$ cat config.mk
export PLATFORM = sky130hd
export DESIGN_NAME = paged_reg_bridge
export DESIGN_NICKNAME = d
export VERILOG_FILES = /design/src/rtl/bridge_pkg.sv /design/src/rtl/bridge_addr_map.sv /design/src/rtl/bridge_seq.sv /design/src/rtl/bridge_cmd_mux.sv /design/src/rtl/bridge_rdata.sv /design/src/rtl/paged_reg_bridge.sv
export SDC_FILE = /design/constraint.sdc
export NUM_CORES = 1
export LEC_CHECK = 0
export BUFFER_PORTS_ARGS = -buffer_cell sky130_fd_sc_hd__buf_2
export CAP_MARGIN = 10
export CORE_AREA = 2 2 113 115
export DETAILED_ROUTE_END_ITERATION = 8
export DIE_AREA = 0 0 115 117
export SETUP_SLACK_MARGIN = 0.1
export SYNTH_ARGS = -nofsm -noshare
export SYNTH_HDL_FRONTEND = slang
export SYNTH_SLANG_ARGS = --single-unit
$ cat constraint.sdc
create_clock -name clk_i -period 3.76 [get_ports clk_i]
set_clock_uncertainty 0.2 [all_clocks]
set_input_delay 0.564 -clock clk_i [delete_from_list [all_inputs] [get_ports clk_i]]
set_output_delay 0.564 -clock clk_i [all_outputs]
set_load 0.005 [all_outputs]
$ cat src/rtl/bridge_pkg.sv
package bridge_pkg;

  typedef enum logic [2:0] {
    ST_IDLE   = 3'd0,
    ST_PAGE   = 3'd1,
    ST_FIRST  = 3'd2,
    ST_SECOND = 3'd3,
    ST_RESP   = 3'd4
  } seq_state_e;

  typedef enum logic {
    HALF_LO = 1'b0,
    HALF_HI = 1'b1
  } half_e;

  // reads: low then high; writes: high then low
  function automatic half_e half_of(seq_state_e st, logic wr);
    if (st == ST_FIRST) return wr ? HALF_HI : HALF_LO;
    return wr ? HALF_LO : HALF_HI;
  endfunction

endpackage

$ cat src/rtl/bridge_addr_map.sv
module bridge_addr_map #(
  parameter int unsigned HOST_AW      = 18,
  parameter int unsigned PHY_W        = 5,
  parameter int unsigned REG_W        = 5,
  parameter int unsigned WIN_SEL_W    = 3,
  parameter logic [PHY_W-1:0] WIN_PHY_BASE = 5'h10,
  localparam int unsigned WORD_AW     = HOST_AW - 1,
  localparam int unsigned WIN_LSB_W   = REG_W + WIN_SEL_W,
  localparam int unsigned PAGE_W      = WORD_AW - WIN_LSB_W
) (
  input  logic [HOST_AW-3:0]           dword_addr_i,
  output logic [PAGE_W-1:0]            page_o,
  output logic [1:0][PHY_W-1:0]        phy_o,
  output logic [1:0][REG_W-1:0]        reg_o
);

  logic [WORD_AW-1:0] word_lo;
  assign word_lo = {dword_addr_i, 1'b0};

  // page taken once from the low word; high half never re-pages
  assign page_o = word_lo[WORD_AW-1:WIN_LSB_W];

  for (genvar h = 0; h < 2; h++) begin : g_half
    logic [WIN_LSB_W-1:0] word_h;
    assign word_h   = word_lo[WIN_LSB_W-1:0] + WIN_LSB_W'(h);
    assign phy_o[h] = WIN_PHY_BASE |
                      {{(PHY_W-WIN_SEL_W){1'b0}}, word_h[WIN_LSB_W-1:REG_W]};
    assign reg_o[h] = word_h[REG_W-1:0];
  end

endmodule

$ cat src/rtl/bridge_seq.sv
module bridge_seq
  import bridge_pkg::*;
(
  input  logic       clk_i,
  input  logic       rst_ni,
  input  logic       host_valid_i,
  input  logic       write_q_i,
  input  logic       mg_done_i,
  output logic       host_ready_o,
  output logic       host_done_o,
  output logic       accept_o,
  output logic       mg_req_o,
  output logic       cap_en_o,
  output logic       cap_hi_o,
  output seq_state_e state_o
);

  seq_state_e state_q, state_d;

  always_comb begin
    state_d = state_q;
    unique case (state_q)
      ST_IDLE:   if (host_valid_i) state_d = ST_PAGE;
      ST_PAGE:   if (mg_done_i)    state_d = ST_FIRST;
      ST_FIRST:  if (mg_done_i)    state_d = ST_SECOND;
      ST_SECOND: if (mg_done_i)    state_d = ST_RESP;
      ST_RESP:                     state_d = ST_IDLE;
      default:                     state_d = ST_IDLE;
    endcase
  end

  always_ff @(posedge clk_i or negedge rst_ni) begin
    if (!rst_ni) state_q <= ST_IDLE;
    else         state_q <= state_d;
  end

  logic data_step;
  assign data_step    = (state_q == ST_FIRST) || (state_q == ST_SECOND);
  assign host_ready_o = (state_q == ST_IDLE);
  assign host_done_o  = (state_q == ST_RESP);
  assign accept_o     = host_valid_i && host_ready_o;
  assign mg_req_o     = (state_q == ST_PAGE) || data_step;
  assign cap_en_o     = data_step && mg_done_i && !write_q_i;
  assign cap_hi_o     = (half_of(state_q, write_q_i) == HALF_HI);
  assign state_o      = state_q;

  p_busy_after_accept_r2: assert property (@(posedge clk_i) disable iff (!rst_ni)
    accept_o |=> !host_ready_o);

  p_ready_only_idle_r2: assert property (@(posedge clk_i) disable iff (!rst_ni)
    host_ready_o |-> (!mg_req_o && !host_done_o));

  p_req_hold_r7: assert property (@(posedge clk_i) disable iff (!rst_ni)
    (mg_req_o && !mg_done_i) |=> mg_req_o);

  p_done_pulse_r8: assert property (@(posedge clk_i) disable iff (!rst_ni)
    host_done_o |=> (!host_done_o && host_ready_o));

endmodule

$ cat src/rtl/bridge_cmd_mux.sv
module bridge_cmd_mux
  import bridge_pkg::*;
#(
  parameter int unsigned DATA_W   = 16,
  parameter int unsigned PHY_W    = 5,
  parameter int unsigned REG_W    = 5,
  parameter int unsigned PAGE_W   = 9,
  parameter logic [PHY_W-1:0] PAGE_PHY = 5'h18,
  parameter logic [REG_W-1:0] PAGE_REG = 5'h00
) (
  input  seq_state_e                 state_i,
  input  logic                       write_q_i,
  input  logic [PAGE_W-1:0]          page_i,
  input  logic [1:0][PHY_W-1:0]      phy_i,
  input  logic [1:0][REG_W-1:0]      reg_i,
  input  logic [2*DATA_W-1:0]        wdata_q_i,
  output logic                       mg_write_o,
  output logic [PHY_W-1:0]           mg_phy_o,
  output logic [REG_W-1:0]           mg_reg_o,
  output logic [DATA_W-1:0]          mg_wdata_o
);

  half_e half;
  assign half = half_of(state_i, write_q_i);

  always_comb begin
    mg_write_o = 1'b0;
    mg_phy_o   = '0;
    mg_reg_o   = '0;
    mg_wdata_o = '0;
    unique case (state_i)
      ST_PAGE: begin
        mg_write_o = 1'b1;
        mg_phy_o   = PAGE_PHY;
        mg_reg_o   = PAGE_REG;
        mg_wdata_o = {{(DATA_W-PAGE_W){1'b0}}, page_i};
      end
      ST_FIRST, ST_SECOND: begin
        mg_write_o = write_q_i;
        mg_phy_o   = phy_i[half];
        mg_reg_o   = reg_i[half];
        if (write_q_i)
          mg_wdata_o = (half == HALF_HI) ? wdata_q_i[2*DATA_W-1:DATA_W]
                                         : wdata_q_i[DATA_W-1:0];
      end
      default: ;
    endcase
  end

endmodule

$ cat src/rtl/bridge_rdata.sv
module bridge_rdata #(
  parameter int unsigned DATA_W = 16
) (
  input  logic                clk_i,
  input  logic                rst_ni,
  input  logic                cap_en_i,
  input  logic                cap_hi_i,
  input  logic [DATA_W-1:0]   mg_rdata_i,
  output logic [2*DATA_W-1:0] rdata_o
);

  logic [DATA_W-1:0] lo_q, hi_q;

  always_ff @(posedge clk_i or negedge rst_ni) begin
    if (!rst_ni) begin
      lo_q <= '0;
      hi_q <= '0;
    end else if (cap_en_i) begin
      if (cap_hi_i) hi_q <= mg_rdata_i;
      else          lo_q <= mg_rdata_i;
    end
  end

  assign rdata_o = {hi_q, lo_q};

endmodule

$ cat src/rtl/paged_reg_bridge.sv
module paged_reg_bridge
  import bridge_pkg::*;
#(
  parameter int unsigned HOST_AW   = 18,
  parameter int unsigned DATA_W    = 16,
  parameter int unsigned PHY_W     = 5,
  parameter int unsigned REG_W     = 5,
  parameter int unsigned WIN_SEL_W = 3,
  parameter logic [PHY_W-1:0] PAGE_PHY     = 5'h18,
  parameter logic [REG_W-1:0] PAGE_REG     = 5'h00,
  parameter logic [PHY_W-1:0] WIN_PHY_BASE = 5'h10,
  localparam int unsigned WORD_AW   = HOST_AW - 1,
  localparam int unsigned PAGE_W    = WORD_AW - REG_W - WIN_SEL_W,
  localparam int unsigned HOST_DW   = 2 * DATA_W
) (
  input  logic               clk_i,
  input  logic               rst_ni,
  input  logic               req_valid_i,
  output logic               req_ready_o,
  input  logic               req_write_i,
  input  logic [HOST_AW-1:0] req_addr_i,
  input  logic [HOST_DW-1:0] req_wdata_i,
  output logic               rsp_done_o,
  output logic [HOST_DW-1:0] rsp_rdata_o,
  output logic               mg_req_o,
  output logic               mg_write_o,
  output logic [PHY_W-1:0]   mg_phy_o,
  output logic [REG_W-1:0]   mg_reg_o,
  output logic [DATA_W-1:0]  mg_wdata_o,
  input  logic [DATA_W-1:0]  mg_rdata_i,
  input  logic               mg_done_i
);

  // byte offset inside the 32-bit word is dropped by design
  logic unused_lsb;
  assign unused_lsb = ^req_addr_i[1:0];

  logic               accept;
  logic               write_q;
  logic [HOST_AW-3:0] dword_q;
  logic [HOST_DW-1:0] wdata_q;
  logic               cap_en, cap_hi;
  seq_state_e         state;

  always_ff @(posedge clk_i or negedge rst_ni) begin
    if (!rst_ni) begin
      write_q <= 1'b0;
      dword_q <= '0;
      wdata_q <= '0;
    end else if (accept) begin
      write_q <= req_write_i;
      dword_q <= req_addr_i[HOST_AW-1:2];
      wdata_q <= req_wdata_i;
    end
  end

  logic [PAGE_W-1:0]     page;
  logic [1:0][PHY_W-1:0] half_phy;
  logic [1:0][REG_W-1:0] half_reg;

  bridge_addr_map #(
    .HOST_AW     (HOST_AW),
    .PHY_W       (PHY_W),
    .REG_W       (REG_W),
    .WIN_SEL_W   (WIN_SEL_W),
    .WIN_PHY_BASE(WIN_PHY_BASE)
  ) u_addr_map (
    .dword_addr_i(dword_q),
    .page_o      (page),
    .phy_o       (half_phy),
    .reg_o       (half_reg)
  );

  bridge_seq u_seq (
    .clk_i       (clk_i),
    .rst_ni      (rst_ni),
    .host_valid_i(req_valid_i),
    .write_q_i   (write_q),
    .mg_done_i   (mg_done_i),
    .host_ready_o(req_ready_o),
    .host_done_o (rsp_done_o),
    .accept_o    (accept),
    .mg_req_o    (mg_req_o),
    .cap_en_o    (cap_en),
    .cap_hi_o    (cap_hi),
    .state_o     (state)
  );

  bridge_cmd_mux #(
    .DATA_W  (DATA_W),
    .PHY_W   (PHY_W),
    .REG_W   (REG_W),
    .PAGE_W  (PAGE_W),
    .PAGE_PHY(PAGE_PHY),
    .PAGE_REG(PAGE_REG)
  ) u_cmd_mux (
    .state_i   (state),
    .write_q_i (write_q),
    .page_i    (page),
    .phy_i     (half_phy),
    .reg_i     (half_reg),
    .wdata_q_i (wdata_q),
    .mg_write_o(mg_write_o),
    .mg_phy_o  (mg_phy_o),
    .mg_reg_o  (mg_reg_o),
    .mg_wdata_o(mg_wdata_o)
  );

  bridge_rdata #(.DATA_W(DATA_W)) u_rdata (
    .clk_i     (clk_i),
    .rst_ni    (rst_ni),
    .cap_en_i  (cap_en),
    .cap_hi_i  (cap_hi),
    .mg_rdata_i(mg_rdata_i),
    .rdata_o   (rsp_rdata_o)
  );

  p_page_first_r3: assert property (@(posedge clk_i) disable iff (!rst_ni)
    accept |=> (mg_req_o && mg_write_o && mg_phy_o == PAGE_PHY && mg_reg_o == PAGE_REG));

  p_cmd_stable_r7: assert property (@(posedge clk_i) disable iff (!rst_ni)
    (mg_req_o && !mg_done_i) |=> $stable({mg_write_o, mg_phy_o, mg_reg_o, mg_wdata_o}));

  p_window_phy_r4: assert property (@(posedge clk_i) disable iff (!rst_ni)
    (mg_req_o && state != ST_PAGE) |-> ((mg_phy_o & WIN_PHY_BASE) == WIN_PHY_BASE));

  p_half_order_r5: assert property (@(posedge clk_i) disable iff (!rst_ni)
    (state == ST_FIRST && !mg_write_o) |-> !mg_reg_o[0]);

  p_half_order_r6: assert property (@(posedge clk_i) disable iff (!rst_ni)
    (state == ST_FIRST && mg_write_o) |-> mg_reg_o[0]);

endmodule

==> reports/qor.txt, run 1 <==
=====================================================================================
Fillers                                                                          1213
Post-synthesis simple-gate area fraction                                        6.71%
Ports placed on the boundary                                                      133
Internal cell power                                                           2.82 mW
Reported net switching power                                                  1.23 mW
Number of buffers created by CTS                                                    9
Count of distinct cell types in the synthesized netlist                            21
Signed area change from the synthesized netlist to the final layout             30.5%
Effective utilization at floorplan                                              29.4%
Clock Root Buffer                                                        sky130_fd_sc_hd__clkbuf_16
Routed vias/inst                                                                 4.49
Number of global-route vias before repair                                        2505
Post-synthesis adder-cell area fraction                                            0%
Sum of buffers and inverters on the critical path                                   1
Combinational power share                                                       37.4%
Total negative setup slack                                                       0 ns
Type of the worst min-delay path                                         primary input to async pin
Setup-violating endpoint count in the final report                                  0
Number of hold-slack violations in the final timing report                          0
Global-route congestion overflow total                                              0
Worst EP required                                                             3.00 ns
Setup repair after global routing missed its margin                                no
Smallest setup slack after layout                                            0.878 ns
Crit Reg-Reg Startpoint                                                  u_seq.state_o[0]$_DFFE_PN0P_
Clk slew on worst S/H paths                                                   0.06 ns
Arr. time, crit path                                                          2.12 ns
Total number of H-tree levels                                                       3
Fraction of layout instances using a drive strength above 1                     61.9%
Worst Setup Slack post-DPL                                                    1.14 ns
Max Clock Freq                                                                347 MHz
Fin util                                                                        38.4%
Commonest cells after routing, fill and taps aside                       sky130_fd_sc_hd__buf_2 (129), sky130_fd_sc_hd__dfrtp_1 (84), sky130_fd_sc_hd__mux2_2 (82), sky130_fd_sc_hd__mux2i_1 (16), sky130_fd_sc_hd__nor2_1 (13)
Worst Path Class, Setup                                                  flop to output port
Switching part of the total                                                     30.3%
Critical Path End Type                                                    output port
Mux cell area share after synthesis                                             29.9%
Clk network pwr share                                                           22.4%
Average routed wire per standard cell                                         14.8 um
Net count after synthesis                                                         324
Maximum fanout along the worst path                                                 8
Aggregate routed wire length                                                  7950 um
Max-Slew Margin vs Limit                                                        45.3%
Die Footprint                                                               13500 um2
N_diodes                                                                            0
Result of the run                                                           completed
Flop and latch count out of synthesis                                              84
Post-route fraction of the period consumed by the critical path                 76.6%
Max-slew violation total from the final report                                      0
Leakage dissipation                                                           2.27 nW
Rows                                                                               41
Depth of the worst register-to-register path                                        4
Number of warning messages in the yosys log                                         0
Fraction of the mapped netlist area in compound gates                           1.38%
Detailed-route via count                                                         2416
1st-pass router iterations                                                          4
Total Nets Final                                                                  455
Crit Reg-Reg Endpoint                                                    wdata_q[21]$_DFFE_PN0P_
Delay-heaviest family, CP                                                simple AND/OR/NAND/NOR gates
Maximum clock insertion buffer count                                                2
Sequential-to-total area share from yosys stat                                  58.1%
CTS Sinks                                                                          84
Cell area after synthesis                                                    3620 um2
Largest family of logic cells by synthesized area                        multiplexers
Final min period                                                              2.88 ns
Worst-margin pin slew                                                        0.818 ns
Synth Area in XOR/XNOR                                                         0.484%
Synthesized netlist cell count                                                    253
Clk_lat worst skew                                                            0.33 ns
Synthesized area per cell                                                    14.3 um2
Final RePlAce weighted congestion                                               0.686
Port bufs                                                                         130
Sequential cell fraction of total power                                         40.2%
Final routed DRC violation total                                                    0
Number of gates given a new drive strength after cts                                0
Delay of the slowest cell on the worst path                                   0.74 ns
Floorplan die height                                                           117 um
Power density relative to cell area                                        857 nW/um2
Max_cap viols                                                                       0
Pin count of the biggest net entering global routing                               65
Master of the slowest instance on the critical path                      sky130_fd_sc_hd__nor3b_2
Combined global-route utilization of all metal layers                           12.7%
Critical Path Source Type                                                        flop
Number of routed nets with antenna violations                                       0
Worst ir drop on vdd                                                         0.436 mV
Critical path, cell by cell                                              nor3b_2 -> mux2i_1 -> nor2_1 -> buf_2
Post-CTS setup buffer count                                                         0
First DRT Iteration DRCs                                                           45
CTS tree                                                                         done
Placeable core area                                                         12300 um2
Most frequent standard cell in the layout excluding fill and tap cells   sky130_fd_sc_hd__buf_2
Number of antenna violations at the first check in global routing                   0
Worst reg2reg setup slack                                                     1.46 ns
Die span in x                                                                  115 um
Detailed-placement wirelength estimate                                        5710 um
First-pass GRT wire length                                                   12700 um
Hold buffer count at CTS                                                            0
=====================================================================================
-- synthesized netlist by cell type --
master	number	area share (%)
sky130_fd_sc_hd__dfrtp_1	84	58
sky130_fd_sc_hd__mux2_2	82	26
sky130_fd_sc_hd__mux2i_1	16	4.4
sky130_fd_sc_hd__nor2_1	13	1.3
sky130_fd_sc_hd__nand2_1	12	1.2
sky130_fd_sc_hd__o21ai_0	10	1.4
sky130_fd_sc_hd__and2_1	9	1.6
sky130_fd_sc_hd__buf_2	5	0.69
sky130_fd_sc_hd__buf_4	5	1.0
sky130_fd_sc_hd__buf_6	4	1.2
sky130_fd_sc_hd__clkbuf_1	2	0.21
sky130_fd_sc_hd__nor3b_1	2	0.41
sky130_fd_sc_hd__buf_1	1	0.10
sky130_fd_sc_hd__inv_1	1	0.10
sky130_fd_sc_hd__nand2b_4	1	0.38
sky130_fd_sc_hd__nand4b_4	1	0.66
sky130_fd_sc_hd__nor2b_1	1	0.17
sky130_fd_sc_hd__nor3_2	1	0.28
sky130_fd_sc_hd__nor4b_4	1	0.66
sky130_fd_sc_hd__xnor2_1	1	0.24
sky130_fd_sc_hd__xor2_1	1	0.24
-- worst register-to-register path, delay by kind of cell, from the launching register on --
family | cells | cell delay, ns
simple gates | 2 | 0.80
flops | 1 | 0.54
mux | 1 | 0.37
buf+inv | 1 | 0.28
-- metrics by stage --
| stage | std cells | hold WS (ns) | power (mW) | instance area [um2] |
|---|---|---|---|---|
| after global placement | 523 | 0.281 | 3.14 | 4420 |
| after detailed placement | 523 | 0.287 | 3.20 | 4420 |
| after global routing | 538 | 0.193 | 4.37 | 4720 |
| after CTS | 538 | 0.144 | 4.14 | 4720 |
| after floorplan | 253 | 0.0684 | 2.60 | 3620 |
| final | 538 | 0.122 | 4.05 | 4720 |
-- per-layer routing --
layer	part of all wire (%)	GRT usage [%]	vias to the layer above	wire length, um
met5	0	0	-	0
met4	2.1	6.51	0	169
met3	8.6	4.99	11	686
met2	47	20.1	91	3720
met1	42	15.1	1177	3370
li1	-	-	1137	-
-- layout make-up --
type / count / area, um2 / share of cell area [%]
clock buffer: 10 / 229 / 4.85
clock inverter: 5 / 77.6 / 1.64
timing repair buffer: 137 / 718 / 15.2
inverter: 1 / 3.75 / 0.0795
multi-input combinational: 151 / 1410 / 29.7
sequential: 84 / 2100 / 44.5
tap: 150 / 188 / 3.97
-- power groups by stage --
stage	registers (mW)	logic (mW)	clock network (mW)
floorplan	1.57	1.03	0
global placement	1.61	1.53	0
detailed placement	1.65	1.56	0
CTS	1.64	1.56	0.946
global route	1.70	1.69	0.982
finish	1.63	1.51	0.907
-- how the worst max path moves through the flow --
stage	from	end	slack (ns)	cells past startpoint
after floorplan	u_seq.state_o[1]$_DFFE_PN0P_	mg_wdata_o[0]	1.66	6
after global placement	u_seq.state_o[1]$_DFFE_PN0P_	mg_wdata_o[12]	1.20	4
after detailed placement	u_seq.state_o[1]$_DFFE_PN0P_	mg_wdata_o[13]	1.14	4
after CTS	u_seq.state_o[1]$_DFFE_PN0P_	mg_wdata_o[13]	0.78	4
after global routing	u_seq.state_o[1]$_DFFE_PN0P_	mg_wdata_o[8]	0.63	4
final	u_seq.state_o[1]$_DFFE_PN0P_	mg_wdata_o[13]	0.88	4
-- registers in the layout, indices dropped and copies added (netlist names) --
name / count
dword_q: 16
u_rdata.hi_q: 16
u_rdata.lo_q: 16
u_seq.state_o: 3
wdata_q: 32
write_q: 1
-- logic make-up after synthesis --
logic type,Yosys count
multiplexers,98
AND/OR/NAND/NOR,41
AO/OA/AOI/OAI,10
flip-flops,84
buffers and inverters,18
XOR/XNOR,2
Note: power is estimated with default switching activity, not from simulation.
==> run 2, diff against run 1 <==
- clock period: 3.76 -> 2.35 ns (I/O delays scaled with it)
==> reports/qor.txt, run 2 (synthesis gave the netlist of run 1 again) <==
=====================================================================================
Result of the run                                                           completed
Port bufs                                                                         130   unchanged
Leakage dissipation                                                           2.31 nW   +1.6%
Clk_lat worst skew                                                            0.34 ns   about the same
Setup-violating endpoint count in the final report                                  0   unchanged
Total Nets Final                                                                  462   +1.5%
Critical Path Source Type                                                        flop
Clk slew on worst S/H paths                                                   0.06 ns   about the same
Worst-margin pin slew                                                        0.527 ns   -0.291 ns
Signed area change from the synthesized netlist to the final layout             32.6%
Number of routed nets with antenna violations                                       0   unchanged
Sum of buffers and inverters on the critical path                                   2   +1
First-pass GRT wire length                                                   13100 um   +3.3%
Final min period                                                              2.09 ns
1st-pass router iterations                                                          3   -1
Max-slew violation total from the final report                                      0   unchanged
Critical Path End Type                                                    output port
Power density relative to cell area                                       1360 nW/um2   +59%
Master of the slowest instance on the critical path                      sky130_fd_sc_hd__dfrtp_2
Worst ir drop on vdd                                                         0.621 mV   +43%
Delay of the slowest cell on the worst path                                   0.44 ns   -0.30 ns
Fin util                                                                        39.0%   +0.61 points
Die span in x                                                                  115 um   unchanged
Final RePlAce weighted congestion                                               0.698   +1.7%
Floorplan die height                                                           117 um   unchanged
Number of global-route vias before repair                                        2611   +4.2%
Largest register FFs                                                               32   unchanged
Max-Slew Margin vs Limit                                                        64.9%   +20 points
Total number of H-tree levels                                                       3   unchanged
Worst Path Class, Setup                                                  flop to output port
Number of buffers created by CTS                                                    9   unchanged
Clock Root Buffer                                                        sky130_fd_sc_hd__clkbuf_16
Delay-heaviest family, CP                                                  flip-flops
First DRT Iteration DRCs                                                           62   +38%
Maximum fanout along the worst path                                                17   +9
Final routed DRC violation total                                                    0   unchanged
CTS Sinks                                                                          84   unchanged
Global-route congestion overflow total                                              0   unchanged
Most frequent standard cell in the layout excluding fill and tap cells   sky130_fd_sc_hd__buf_2
Arr. time, crit path                                                          1.53 ns   -0.59 ns
Rows                                                                               41   unchanged
N_diodes                                                                            0   unchanged
Pin count of the biggest net entering global routing                               41   -37%
Die Footprint                                                               13500 um2   unchanged
CTS tree                                                                         done
Critical path, cell by cell                                              nor2b_2 -> nand2_1 -> buf_4 -> o21ai_0 -> buf_2
Post-route fraction of the period consumed by the critical path                 88.8%
Commonest cells after routing, fill and taps aside                       sky130_fd_sc_hd__buf_2 (129), sky130_fd_sc_hd__mux2_2 (82), sky130_fd_sc_hd__dfrtp_1 (81), sky130_fd_sc_hd__mux2i_1 (16), sky130_fd_sc_hd__nor2_1 (13)
Max Clock Freq                                                                479 MHz
Combined global-route utilization of all metal layers                           12.9%   +0.17 points
Type of the worst min-delay path                                         primary input to flop
Number of antenna violations at the first check in global routing                   0   unchanged
Number of hold-slack violations in the final timing report                          0   unchanged
Effective utilization at floorplan                                              29.4%   unchanged
Worst EP required                                                             1.80 ns   -1.20 ns
Total negative setup slack                                                       0 ns   unchanged
Setup repair after global routing missed its margin                                no
Aggregate routed wire length                                                  8130 um   +2.3%
Routed vias/inst                                                                 4.54   +1.0%
Detailed-placement wirelength estimate                                        5820 um   +2.0%
Ports placed on the boundary                                                      133   unchanged
Maximum clock insertion buffer count                                                2   unchanged
Placeable core area                                                         12300 um2   unchanged
Max_cap viols                                                                       0   unchanged
Average routed wire per standard cell                                         14.9 um   +0.82%
Detailed-route via count                                                         2477   +2.5%
Fraction of layout instances using a drive strength above 1                     63.4%   +1.5 points
Most flop-heavy register                                                      wdata_q
=====================================================================================
[run 2: changes by cell type in the layout (fill, tap and decap cells not counted), moves of 2 or more]
cell | before | now
sky130_fd_sc_hd__o21ai_1 | 0 | 2
sky130_fd_sc_hd__o21ai_0 | 10 | 8
sky130_fd_sc_hd__dfrtp_2 | 0 | 3
sky130_fd_sc_hd__dfrtp_1 | 84 | 81
sky130_fd_sc_hd__buf_4 | 7 | 11
sky130_fd_sc_hd__clkbuf_8 | 0 | 2
[run 2: metrics by stage]
| step | hold WS, ns | cell area (um2) | instances | total power [mW] | setup slack, ns |
|---|---|---|---|---|---|
| after detailed placement | 0.168 | 4450 | 526 | 5.15 | 0.339 |
| after global routing | 0.0278 | 4800 | 546 | 7.06 | 0.158 |
| after floorplan | -0.143 | 3620 | 253 | 4.16 | 0.444 |
| after global placement | 0.159 | 4450 | 526 | 5.05 | 0.372 |
| final | 0.0436 | 4800 | 546 | 6.54 | 0.263 |
| after CTS | 0.0255 | 4780 | 545 | 6.67 | 0.106 |
[run 2: timing repair]
action / 4_1_cts / 5_1_grt
endpoints found under the setup margin: 16 / 7
buffers inserted: 2 / 1
hold buffers: 1 / 0
hold endpoints to repair: 38 / 0
gates resized for setup: 3 / 4
[run 2: worst register-to-register path: cells and delay by family, from the launching register on]
kind                   cells  cell delay (ns)
buffers and inverters      2             0.45
flip-flops                 1             0.44
AND/OR/NAND/NOR            2             0.41
multiplexers               1             0.38
[run 2: path summary, 6_finish.rpt]
path                            cells after the start                    startpoint                          end  slack, ns
max in group asynchronous                           3                        rst_ni       dword_q[2]$_DFFE_PN0P_       1.00
worst min register to register                      1        dword_q[0]$_DFFE_PN0P_       dword_q[0]$_DFFE_PN0P_       0.30
min in group asynchronous                           2                        rst_ni  u_rdata.hi_q[1]$_DFFE_PN0P_       0.34
worst max register to register                      5  u_seq.state_o[2]$_DFFE_PN0P_  u_rdata.lo_q[5]$_DFFE_PN0P_       0.36
worst min-delay path                                2               req_wdata_i[12]      wdata_q[12]$_DFFE_PN0P_       0.04
worst max-delay path                                5  u_seq.state_o[2]$_DFFE_PN0P_                mg_wdata_o[7]       0.26
[run 2: final cells by class]
type,instances,area [um2]
clock inverter,4,47.5
fill,1219,7510
clock buffer,12,256
sequential,84,2110
timing repair buffer,144,790
tap,150,188
multi-input combinational,151,1410
inverter,1,3.75
[run 2: report_power, final]
part | total (mW) | switching [mW] | internal (mW)
sequential | 2.56 | 0.367 | 2.19
combinational | 2.55 | 1.07 | 1.48
clock | 1.43 | 0.552 | 0.878
[run 2: metal layers]
layer / GRT usage (%) / part of all wire, % / vias to the layer above
li1: - / - / 1156
met1: 15.0 / 43 / 1219
met2: 20.4 / 45 / 91
met3: 5.51 / 9.1 / 11
met4: 6.51 / 2.2 / 0
met5: 0 / 0 / -
==> run 3, diff against run 2 <==
- ABC_AREA: unset -> 1
- CORE_AREA: 2 2 113 115 -> 2 2 116 118
- DIE_AREA: 0 0 115 117 -> 0 0 118 120
==> reports/qor.txt, run 3 <==
=====================================================================================
Combined global-route utilization of all metal layers                           15.1%   +2.2 points
Pin count of the biggest net entering global routing                               44   +7.3%
Number of hold-slack violations in the final timing report                          0   unchanged
Fraction of synthesis flops using an asynchronous set or reset pin               100%   unchanged
Most used flip-flop cell after synthesis                                 sky130_fd_sc_hd__dfrtp_1
Signed area change from the synthesized netlist to the final layout             33.4%
Effective utilization at floorplan                                              29.2%   -0.23 points
CTS tree                                                                         done
Aggregate routed wire length                                                 10200 um   +25%
1st-pass router iterations                                                          4   +1
List of most frequent post-synthesis cells                               sky130_fd_sc_hd__nand2_1 (154), sky130_fd_sc_hd__dfrtp_1 (84), sky130_fd_sc_hd__nor2_1 (52)
Flop and latch count out of synthesis                                              84   unchanged
Number of buffers created by CTS                                                    9   unchanged
Critical Path Source Type                                                        flop
Total number of H-tree levels                                                       3   unchanged
First DRT Iteration DRCs                                                          161   +160%
Reported net switching power                                                  2.71 mW   +36%
Maximum clock insertion buffer count                                                2   unchanged
Most flop-heavy register                                                      wdata_q
Max Clock Freq                                                                458 MHz   -4.5%
Global-route congestion overflow total                                              0   unchanged
Sequential-to-total area share from yosys stat                                  55.5%   -2.6 points
Port bufs                                                                         130   unchanged
Most frequent standard cell in the layout excluding fill and tap cells   sky130_fd_sc_hd__nand2_1
Setup-violating endpoint count in the final report                                  0   unchanged
Total negative setup slack                                                       0 ns   unchanged
Clk network pwr share                                                           18.5%   -3.4 points
Critical path, cell by cell                                              nor2_4 -> nand2_4 -> inv_2 -> nand2_2 -> nand2_4 -> nor2_1 -> nor2_1 -> buf_2
Type of the worst min-delay path                                         primary input to flop
Final routed DRC violation total                                                    0   unchanged
Number of global-route vias before repair                                        3350   +28%
Post-route fraction of the period consumed by the critical path                 93.0%   +4.2 points
Worst EP required                                                             1.80 ns   about the same
Commonest cells after routing, fill and taps aside                       sky130_fd_sc_hd__nand2_1 (150), sky130_fd_sc_hd__buf_2 (129), sky130_fd_sc_hd__dfrtp_1 (81), sky130_fd_sc_hd__nor2_1 (49), sky130_fd_sc_hd__nand3_1 (43)
Final min period                                                              2.19 ns   +0.0982 ns
Worst ir drop on vdd                                                         0.670 mV   +7.9%
Worst-margin pin slew                                                        0.549 ns   +0.0223 ns
Final RePlAce weighted congestion                                               0.759   +8.7%
Synthesized netlist cell count                                                    461   +82%
Floorplan die height                                                           120 um   +2.6%
Result of the run                                                           completed
Detailed-route via count                                                         3463   +40%
Dominant cell by count in the synthesized netlist                        sky130_fd_sc_hd__nand2_1
Sequential cell fraction of total power                                         36.6%   -2.5 points
Fraction of layout instances using a drive strength above 1                     30.9%   -32 points
Max_cap viols                                                                       0   unchanged
Routed vias/inst                                                                 4.43   -2.3%
Die Footprint                                                               14200 um2   +5.2%
Internal cell power                                                           4.24 mW   -6.7%
Clk slew on worst S/H paths                                                   0.06 ns   about the same
Arr. time, crit path                                                          1.63 ns   +0.10 ns
Leakage dissipation                                                           2.82 nW   +22%
Die span in x                                                                  118 um   +2.6%
Worst Path Class, Setup                                                  flop to output port
Rows                                                                               42   +2.4%
Synthesized area per cell                                                    8.21 um2   -43%
Average routed wire per standard cell                                         13.1 um   -12%
Total Nets Final                                                                  671   +45%
Area share of the largest cell type after synthesis                             55.5%   -2.6 points
Biggest area consumer among synthesized cells                            sky130_fd_sc_hd__dfrtp_1
Clock Root Buffer                                                        sky130_fd_sc_hd__clkbuf_16
Max-Slew Margin vs Limit                                                        63.4%   -1.5 points
Setup repair after global routing missed its margin                               yes
Count of flip-flops with a built-in enable after synthesis                          0   unchanged
Power density relative to cell area                                       1380 nW/um2   +1.0%
CTS Sinks                                                                          84   unchanged
Clk_lat worst skew                                                            0.34 ns   about the same
Detailed-placement wirelength estimate                                        7410 um   +27%
Largest register FFs                                                               32   unchanged
Ports placed on the boundary                                                      133   unchanged
Master of the slowest instance on the critical path                      sky130_fd_sc_hd__dfrtp_2
Delay-heaviest family, CP                                                simple AND/OR/NAND/NOR gates
Number of warning messages in the yosys log                                         0   unchanged
Switching part of the total                                                     39.0%   +8.5 points
Synth area leaders                                                       sky130_fd_sc_hd__dfrtp_1 (56%), sky130_fd_sc_hd__nand2_1 (15%), sky130_fd_sc_hd__nand3_1 (5.8%), sky130_fd_sc_hd__nor2_1 (5.2%), sky130_fd_sc_hd__o21ai_1 (3.7%)
Delay of the slowest cell on the worst path                                   0.44 ns   about the same
Sum of buffers and inverters on the critical path                                   2   unchanged
Max-slew violation total from the final report                                      0   unchanged
Placeable core area                                                         13000 um2   +5.4%
Maximum fanout along the worst path                                                 8   -9
Number of antenna violations at the first check in global routing                   0   unchanged
Number of routed nets with antenna violations                                       0   unchanged
Cell area after synthesis                                                    3780 um2   +4.6%
Combinational power share                                                       44.9%   +5.9 points
Net count after synthesis                                                         532   +64%
Count of distinct cell types in the synthesized netlist                            21   unchanged
Critical Path End Type                                                    output port
Fin util                                                                        38.9%   -0.088 points
N_diodes                                                                            0   unchanged
First-pass GRT wire length                                                   16800 um   +28%
=====================================================================================
[run 3: final timing paths]
kind / cells after the start / slack, ns / startpoint / to
min in group asynchronous: 2 / 0.33 / rst_ni / u_rdata.lo_q[4]$_DFFE_PN0P_
setup / recovery: 8 / 0.16 / u_seq.state_o[0]$_DFFE_PN0P_ / mg_wdata_o[12]
setup reg to reg: 9 / 0.31 / u_seq.state_o[2]$_DFFE_PN0P_ / dword_q[5]$_DFFE_PN0P_
hold reg to reg: 2 / 0.26 / wdata_q[0]$_DFFE_PN0P_ / wdata_q[0]$_DFFE_PN0P_
max in group asynchronous: 3 / 0.98 / rst_ni / write_q$_DFFE_PN0P_
hold / removal: 3 / 0.04 / req_wdata_i[13] / wdata_q[13]$_DFFE_PN0P_
[run 3: layout make-up]
class	count	area, um2
clock inverters	1	7.51
fillers	1349	7930
well taps	176	220
repair buffers	156	867
inverters	32	128
multi-input cells	317	1460
flip-flops and latches	84	2110
clock buffers	15	258
[run 3: worst reg2reg max path, cell delays in order, from the launching register on]
cell,delay (ns)
sky130_fd_sc_hd__dfrtp_1,0.43
sky130_fd_sc_hd__inv_1,0.10
sky130_fd_sc_hd__buf_4,0.17
sky130_fd_sc_hd__nand2_2,0.09
sky130_fd_sc_hd__nor2_4,0.23
sky130_fd_sc_hd__buf_4,0.18
sky130_fd_sc_hd__nand2_2,0.05
sky130_fd_sc_hd__buf_4,0.26
sky130_fd_sc_hd__nor2_1,0.15
sky130_fd_sc_hd__a21oi_1,0.05
[run 3: cell families after synthesis]
| family | synth area share (%) |
|---|---|
| AO/OA/AOI/OAI | 7.17 |
| buffers and inverters | 7.54 |
| AND/OR/NAND/NOR | 29.8 |
| flip-flops | 55.5 |
[run 3: layer usage]
metal / vias to the layer above / track usage (%) / part of all wire (%)
li1: 1740 / - / -
met1: 1597 / 18.5 / 45
met2: 118 / 24.1 / 46
met3: 8 / 6.75 / 8.6
met4: 0 / 4.22 / 0.87
met5: - / 0 / 0
[run 3: timing repair]
action	CTS	global route
endpoints found under the setup margin	17	28
setup buffers	2	9
pin swaps	1	5
gates resized for setup	6	15
hold buffers	1	0
hold endpoints to repair	41	0
[run 3: per-stage QoR]
stage          cell area, um2  setup WS (ns)  total power, mW  instances  hold slack, ns
6_report                 5050          0.165             6.95        781          0.0440
5_1_grt                  5050         0.0392             7.55        781          0.0410
4_1_cts                  4920         0.0778             6.78        772          0.0365
3_5_place_dp             4610          0.305             5.41        753           0.173
3_3_place_gp             4610          0.329             5.32        753           0.170
2_1_floorplan            3780          0.643             4.25        461          -0.143
[run 3: power by group through the flow]
stage | clock network [mW] | registers (mW) | logic, mW
global route | 1.38 | 2.63 | 3.54
floorplan | 0 | 2.47 | 1.78
CTS | 1.32 | 2.55 | 2.91
detailed placement | 0 | 2.55 | 2.86
global placement | 0 | 2.52 | 2.79
finish | 1.29 | 2.54 | 3.12
